[src/rtl/cinv_pkg.sv]
package cinv_pkg;
    typedef enum logic [1:0] {
        MODE_REAL = 2'd0,
        MODE_PROT = 2'd1,
        MODE_V86  = 2'd2,
        MODE_RSVD = 2'd3
    } cpu_mode_e;

    typedef enum logic [1:0] {
        RES_NONE,
        RES_ICPT,
        RES_GP,
        RES_RUN
    } result_e;

    typedef enum logic [2:0] {
        ST_IDLE,
        ST_WALK,
        ST_FIN,
        ST_GP,
        ST_ICPT
    } state_e;

    localparam logic [7:0] OPC_ESC = 8'h0F;
    localparam logic [7:0] OPC_INV = 8'h08;
endpackage

[src/rtl/cinv_priv_check.sv]
module cinv_priv_check
    import cinv_pkg::*;
(
    input  logic [7:0] op_a,
    input  logic [7:0] op_b,
    input  logic [1:0] mode,
    input  logic [1:0] cpl,
    input  logic       icpt_en,
    output result_e    res
);
    always_comb begin
        res = RES_NONE;
        if (op_a == OPC_ESC && op_b == OPC_INV) begin
            if (icpt_en) begin
                res = RES_ICPT;
            end else begin
                unique case (cpu_mode_e'(mode))
                    MODE_REAL: res = RES_RUN;
                    MODE_PROT: res = (cpl == 2'd0) ? RES_RUN : RES_GP;
                    MODE_V86:  res = RES_GP;
                    MODE_RSVD: res = RES_GP;
                    default:   res = RES_GP;
                endcase
            end
        end
    end
endmodule

[src/rtl/cinv_tag_array.sv]
module cinv_tag_array #(
    parameter int SETS = 64,
    parameter int WAYS = 4,
    localparam int IDXW = $clog2(SETS),
    localparam int WW   = (WAYS > 1) ? $clog2(WAYS) : 1
) (
    input  logic            clk,
    input  logic            rst_n,
    input  logic            wr_en,
    input  logic [IDXW-1:0] wr_set,
    input  logic [WW-1:0]   wr_way,
    input  logic            wr_dirty,
    input  logic            clr_en,
    input  logic [IDXW-1:0] clr_set,
    input  logic [IDXW-1:0] rd_set,
    output logic [WAYS-1:0] rd_vld,
    output logic [WAYS-1:0] rd_dty
);
    logic [WAYS-1:0] vld [SETS];
    logic [WAYS-1:0] dty [SETS];

    always_ff @(posedge clk or negedge rst_n) begin
        if (!rst_n) begin
            for (int s = 0; s < SETS; s++) begin
                vld[s] <= '0;
                dty[s] <= '0;
            end
        end else begin
            if (wr_en) begin
                vld[wr_set][wr_way] <= 1'b1;
                dty[wr_set][wr_way] <= wr_dirty;
            end
            if (clr_en) begin
                vld[clr_set] <= '0;
                dty[clr_set] <= '0;
            end
        end
    end

    assign rd_vld = vld[rd_set];
    assign rd_dty = dty[rd_set];

    // a cleared set holds no valid or dirty way afterwards
    p_set_cleared_r6: assert property (@(posedge clk) disable iff (!rst_n)
        clr_en |=> (vld[$past(clr_set)] == '0 && dty[$past(clr_set)] == '0));
endmodule

[src/rtl/cinv_fsm.sv]
module cinv_fsm
    import cinv_pkg::*;
#(
    parameter int SETS = 64,
    localparam int IDXW = $clog2(SETS),
    localparam logic [IDXW-1:0] LAST = IDXW'(SETS - 1)
) (
    input  logic            clk,
    input  logic            rst_n,
    input  logic            cmd_valid,
    input  result_e         res,
    output logic            busy,
    output logic            done,
    output logic            ext_flush,
    output logic            gp_fault,
    output logic            icpt,
    output logic            clr_en,
    output logic [IDXW-1:0] clr_set
);
    state_e          state, nxt;
    logic [IDXW-1:0] idx;

    always_ff @(posedge clk or negedge rst_n) begin
        if (!rst_n) begin
            state <= ST_IDLE;
            idx   <= '0;
        end else begin
            state <= nxt;
            idx   <= (state == ST_WALK && idx != LAST) ? idx + 1'b1 : '0;
        end
    end

    always_comb begin
        nxt = state;
        unique case (state)
            ST_WALK: if (idx == LAST) nxt = ST_FIN;
            ST_IDLE, ST_FIN, ST_GP, ST_ICPT: begin
                nxt = ST_IDLE;
                if (cmd_valid) begin
                    unique case (res)
                        RES_RUN:  nxt = ST_WALK;
                        RES_GP:   nxt = ST_GP;
                        RES_ICPT: nxt = ST_ICPT;
                        RES_NONE: nxt = ST_IDLE;
                        default:  nxt = ST_IDLE;
                    endcase
                end
            end
            default: nxt = ST_IDLE;
        endcase
    end

    always_comb begin
        busy      = (state == ST_WALK);
        done      = (state == ST_FIN);
        gp_fault  = (state == ST_GP);
        icpt      = (state == ST_ICPT);
        ext_flush = busy && (idx == '0);
        clr_en    = busy;
        clr_set   = idx;
    end

    // the flush strobe lasts one cycle
    p_flush_single_r7: assert property (@(posedge clk) disable iff (!rst_n)
        ext_flush |=> !ext_flush);
    // every walk opens with the flush strobe
    p_flush_at_start_r7: assert property (@(posedge clk) disable iff (!rst_n)
        $rose(busy) |-> ext_flush);
    // completion follows the end of the walk
    p_done_follows_r8: assert property (@(posedge clk) disable iff (!rst_n)
        $fell(busy) |-> done);
    // a walk is not cut short by anything
    p_walk_holds_r9: assert property (@(posedge clk) disable iff (!rst_n)
        (busy && idx != LAST) |=> busy);
endmodule

[src/rtl/cinv_seq.sv]
module cinv_seq
    import cinv_pkg::*;
#(
    parameter int SETS = 64,
    parameter int WAYS = 4,
    localparam int IDXW = $clog2(SETS),
    localparam int WW   = (WAYS > 1) ? $clog2(WAYS) : 1
) (
    input  logic            clk,
    input  logic            rst_n,
    input  logic            cmd_valid,
    input  logic [7:0]      op_first,
    input  logic [7:0]      op_second,
    input  logic [1:0]      cpu_mode,
    input  logic [1:0]      cpl,
    input  logic            host_icpt,
    input  logic            fill_en,
    input  logic [IDXW-1:0] fill_set,
    input  logic [WW-1:0]   fill_way,
    input  logic            fill_dirty,
    input  logic [IDXW-1:0] probe_set,
    output logic [WAYS-1:0] probe_valid,
    output logic [WAYS-1:0] probe_dirty,
    output logic            busy,
    output logic            done,
    output logic            ext_flush,
    output logic            gp_fault,
    output logic [15:0]     gp_code,
    output logic            icpt
);
    result_e         res;
    logic            clr_en;
    logic [IDXW-1:0] clr_set;
    logic            fill_ok;

    cinv_priv_check u_priv (
        .op_a    (op_first),
        .op_b    (op_second),
        .mode    (cpu_mode),
        .cpl     (cpl),
        .icpt_en (host_icpt),
        .res     (res)
    );

    cinv_fsm #(.SETS(SETS)) u_fsm (
        .clk       (clk),
        .rst_n     (rst_n),
        .cmd_valid (cmd_valid),
        .res       (res),
        .busy      (busy),
        .done      (done),
        .ext_flush (ext_flush),
        .gp_fault  (gp_fault),
        .icpt      (icpt),
        .clr_en    (clr_en),
        .clr_set   (clr_set)
    );

    assign fill_ok = fill_en && !busy;

    cinv_tag_array #(.SETS(SETS), .WAYS(WAYS)) u_tags (
        .clk      (clk),
        .rst_n    (rst_n),
        .wr_en    (fill_ok),
        .wr_set   (fill_set),
        .wr_way   (fill_way),
        .wr_dirty (fill_dirty),
        .clr_en   (clr_en),
        .clr_set  (clr_set),
        .rd_set   (probe_set),
        .rd_vld   (probe_valid),
        .rd_dty   (probe_dirty)
    );

    assign gp_code = 16'h0000;

    logic opc_hit;
    assign opc_hit = (op_first == OPC_ESC) && (op_second == OPC_INV);

    // unrecognised opcode leaves the block quiet
    p_bad_opcode_r1: assert property (@(posedge clk) disable iff (!rst_n)
        (cmd_valid && !busy && !opc_hit) |=> !(busy || gp_fault || icpt));
    // intercept wins over every other outcome
    p_icpt_first_r2: assert property (@(posedge clk) disable iff (!rst_n)
        (cmd_valid && !busy && opc_hit && host_icpt) |=> (icpt && !busy && !gp_fault));
    // virtual-8086 and reserved modes always fault
    p_v86_fault_r4: assert property (@(posedge clk) disable iff (!rst_n)
        (cmd_valid && !busy && opc_hit && !host_icpt && cpu_mode[1]) |=> (gp_fault && !busy));
    // real mode always executes
    p_real_runs_r5: assert property (@(posedge clk) disable iff (!rst_n)
        (cmd_valid && !busy && opc_hit && !host_icpt && cpu_mode == 2'd0) |=> (busy && ext_flush));
endmodule

[config.mk]
export PLATFORM = sky130hd
export DESIGN_NAME = cinv_seq
export DESIGN_NICKNAME = d
export VERILOG_FILES = /design/src/rtl/cinv_pkg.sv /design/src/rtl/cinv_priv_check.sv /design/src/rtl/cinv_tag_array.sv /design/src/rtl/cinv_fsm.sv /design/src/rtl/cinv_seq.sv
export SDC_FILE = /design/constraint.sdc
export NUM_CORES = 1
export LEC_CHECK = 0
export ABC_AREA = 1
export CAP_MARGIN = 15
export CORE_MARGIN = 5
export CORE_UTILIZATION = 40
export CTS_BUF_LIST = sky130_fd_sc_hd__clkbuf_8
export DETAILED_ROUTE_END_ITERATION = 8
export PLACE_DENSITY = 0.63
export SLEW_MARGIN = 20
export SYNTH_ARGS = -nofsm -noshare
export SYNTH_HDL_FRONTEND = slang
export SYNTH_SLANG_ARGS = --single-unit
[constraint.sdc]
create_clock -name clk -period 3.8 [get_ports clk]
set_clock_uncertainty 0.1 [all_clocks]
set_input_delay 0.57 -clock clk [delete_from_list [all_inputs] [get_ports clk]]
set_output_delay 0.57 -clock clk [all_outputs]
set_load 0.1 [all_outputs]
==> out/results.ini <==
[cells_and_area]
drive_above_1_share=0.105
final_cell_mix=nor2_1, nand2_1, dfrtp_1, nand3_1, a21oi_1
final_common_cell=nor2_1
nets=3501
fillers=6563
stdcell_count=4387
syn2layout_area_growth_pct=12.5

[sta]
fmax_ghz=0.302
fin_crit_ps=3310
slew_headroom=0.285
fin_hold_ws_ps=335
fin_setup_tns_ps=0
rsz0062_at_grt=false
finalMaxSlewViolations=0
period_share=0.871
finalHoldViolCount=0
worst_slack_ps=491
tightest_slew_ps=1070
setup_viol=0

[clocking]
cts_tree=done
clk_latency_ps=700
htreeDepth=3
cts.repair.resized=0
cts.sinks=521
path_clk_slew_ps=60
clock-root-buffer=clkbuf_8
clock_path_buffers=3
numCtsBuffers=89

[place]
routabilityCongestion=0.892
dp.cells=4231
hpwlAfterDp_mm=56.3
place_ws_ps=592
io_buffers=52

[hold_path]
hold_class=input port to flip-flop
hold_start=host_icpt
hold_depth=3
hold_end=u_fsm.state[2]

[routing]
dr.pass1.iters=5
num_vias=24500
drt_iter0_drc=2499
ant_nets=0
drt-total-wl_mm=88.1
post_drt_via_cell_ratio=5.57
routedWlPerCell_um=20.1
route.detailed.drc=0

[yosys]
synth_top_area_share=0.495
yosys_warnings=0
syn_inst=3450
syn_avg_cell_area_um2=7.63
ys_types=31
seq_area_frac_synth=0.495
syn_area_mm2=0.0263
ys_ff_latch=521
yosysTopAreaCell=dfrtp_1
synthTopCellsByArea=dfrtp_1, nor2_1, nand2_1, nand3_1, o22ai_1

[pwr]
cellPowerDensity_mw_per_mm2=455
total_power_mw=13.5
vdd_ir_drop_max_v=0.000305
leakage_nw=13.8

[grt]
top_usage_layer=met2
met2_usage=0.369
grt_use_total=0.244
grt_max_degree=101
grt_util_met3=0.0498
use_met1=0.351
antenna_found_initial=1
overflow=0
grt_pass1_vias=23600
grt_first_pass_wirelength_mm=138

[worst_setup_path]
cp.required_ps=3130
cp-start-kind=input port
path_max_fanout=47
criticalPathCategory=input port to output pin
reg2reg_from=u_fsm.state[1]
r2r_setup_slack_ps=1380
end_kind=output pin
r2r_end=u_tags.dty[47]
reg2regPathDepth=9
cp.arrival_ps=2640
cp-startpoint=probe_set[0]

[floorplan]
die_w_um=267
rows=94
fp.dieH_um=267
start_util=0.402
io_pins=69
core-area_mm2=0.0655
dieArea_mm2=0.0710

[run_status]
outcome=finished, final reports clean

[flow_run]
cap_violations=0

flip-flops by register name, indices dropped and copies added (netlist names):
signal and flops:
u_tags.dty 256, u_fsm.clr_set 6, u_fsm.state 3, u_tags.vld 256
cells in the mapped netlist:
cell and n:
nor2_1 762, nand2_1 696, dfrtp_1 521, nand3_1 457, a21oi_1 260, o22ai_1 212
nor2_2 114, inv_1 105, buf_2 91, clkbuf_1 81, o21ai_0 43, buf_1 25
buf_4 17, buf_6 14, nor2_4 13, inv_2 6, nand4_1 5, nor3_1 5
nand2_2 4, o21ai_1 4, nand3_4 3, ha_1 2, nor3_4 2, a211oi_1 1
clkinv_1 1, conb_1 1, inv_4 1, nand2_4 1, nand3b_1 1, nor4_1 1
o21a_1 1
cell type report:
cell class	instances	area [um^2]	area share
clock buffer	112	1540	0.0520
inverter	113	444	0.0150
timing repair buffer	131	1490	0.0504
antenna	1	2.50	0.0000845
tap	864	1080	0.0365
multi-input combinational	2603	11800	0.399
sequential	521	13000	0.440
clock inverter	42	216	0.00731
through the flow:
step           instance area, um^2  utilization
6_report                     29600        0.452
4_1_cts                      29600        0.452
5_1_grt                      29600        0.452
3_5_place_dp                 27800        0.425
3_3_place_gp                 27800        0.425
2_1_floorplan                26400            -
layer usage:
metal  wire length (um)  vias up
met2              39400     1054
met5                  0        -
met3               7230      208
li1                   -    11400
met1              38400    11800
met4               3040        0
cells by family after synthesis:
| logic type | share of synthesized area |
|---|---|
| other | 0.000142 |
| adder cells (fa/ha/maj) | 0.000951 |
| AND/OR/NAND/NOR | 0.335 |
| flip-flops | 0.495 |
| AO/OA/AOI/OAI | 0.109 |
| buffers and inverters | 0.0595 |
worst max-delay path by stage:
stage and to:
3_5_place_dp probe_dirty[1], 3_3_place_gp probe_dirty[1], 5_1_grt probe_dirty[3], 4_1_cts ext_flush
6_report probe_dirty[1], 2_1_floorplan ext_flush
report_power, final:
part	leakage [nW]	switching (mW)	internal (mW)
Clock	1.02	2.43	2.71
Combinational	5.59	1.49	0.619
Sequential	7.18	0.270	5.96
timing repair:
item	4_1_cts	5_1_grt
endpoints found under the hold margin	73	0
hold buffers	1	0
buffers inserted	0	0
critical path, cell delays in order:
cell,delay [ps]
clkbuf_8,170
inv_8,310
buf_12,230
nand2_1,90
nand3_1,120
nand3_1,180
nand2_1,100
nand2_1,60
nand3_1,110
nand3_1,210
nand2_1,240
buf_12,200
(Power assumes the default switching activity.)
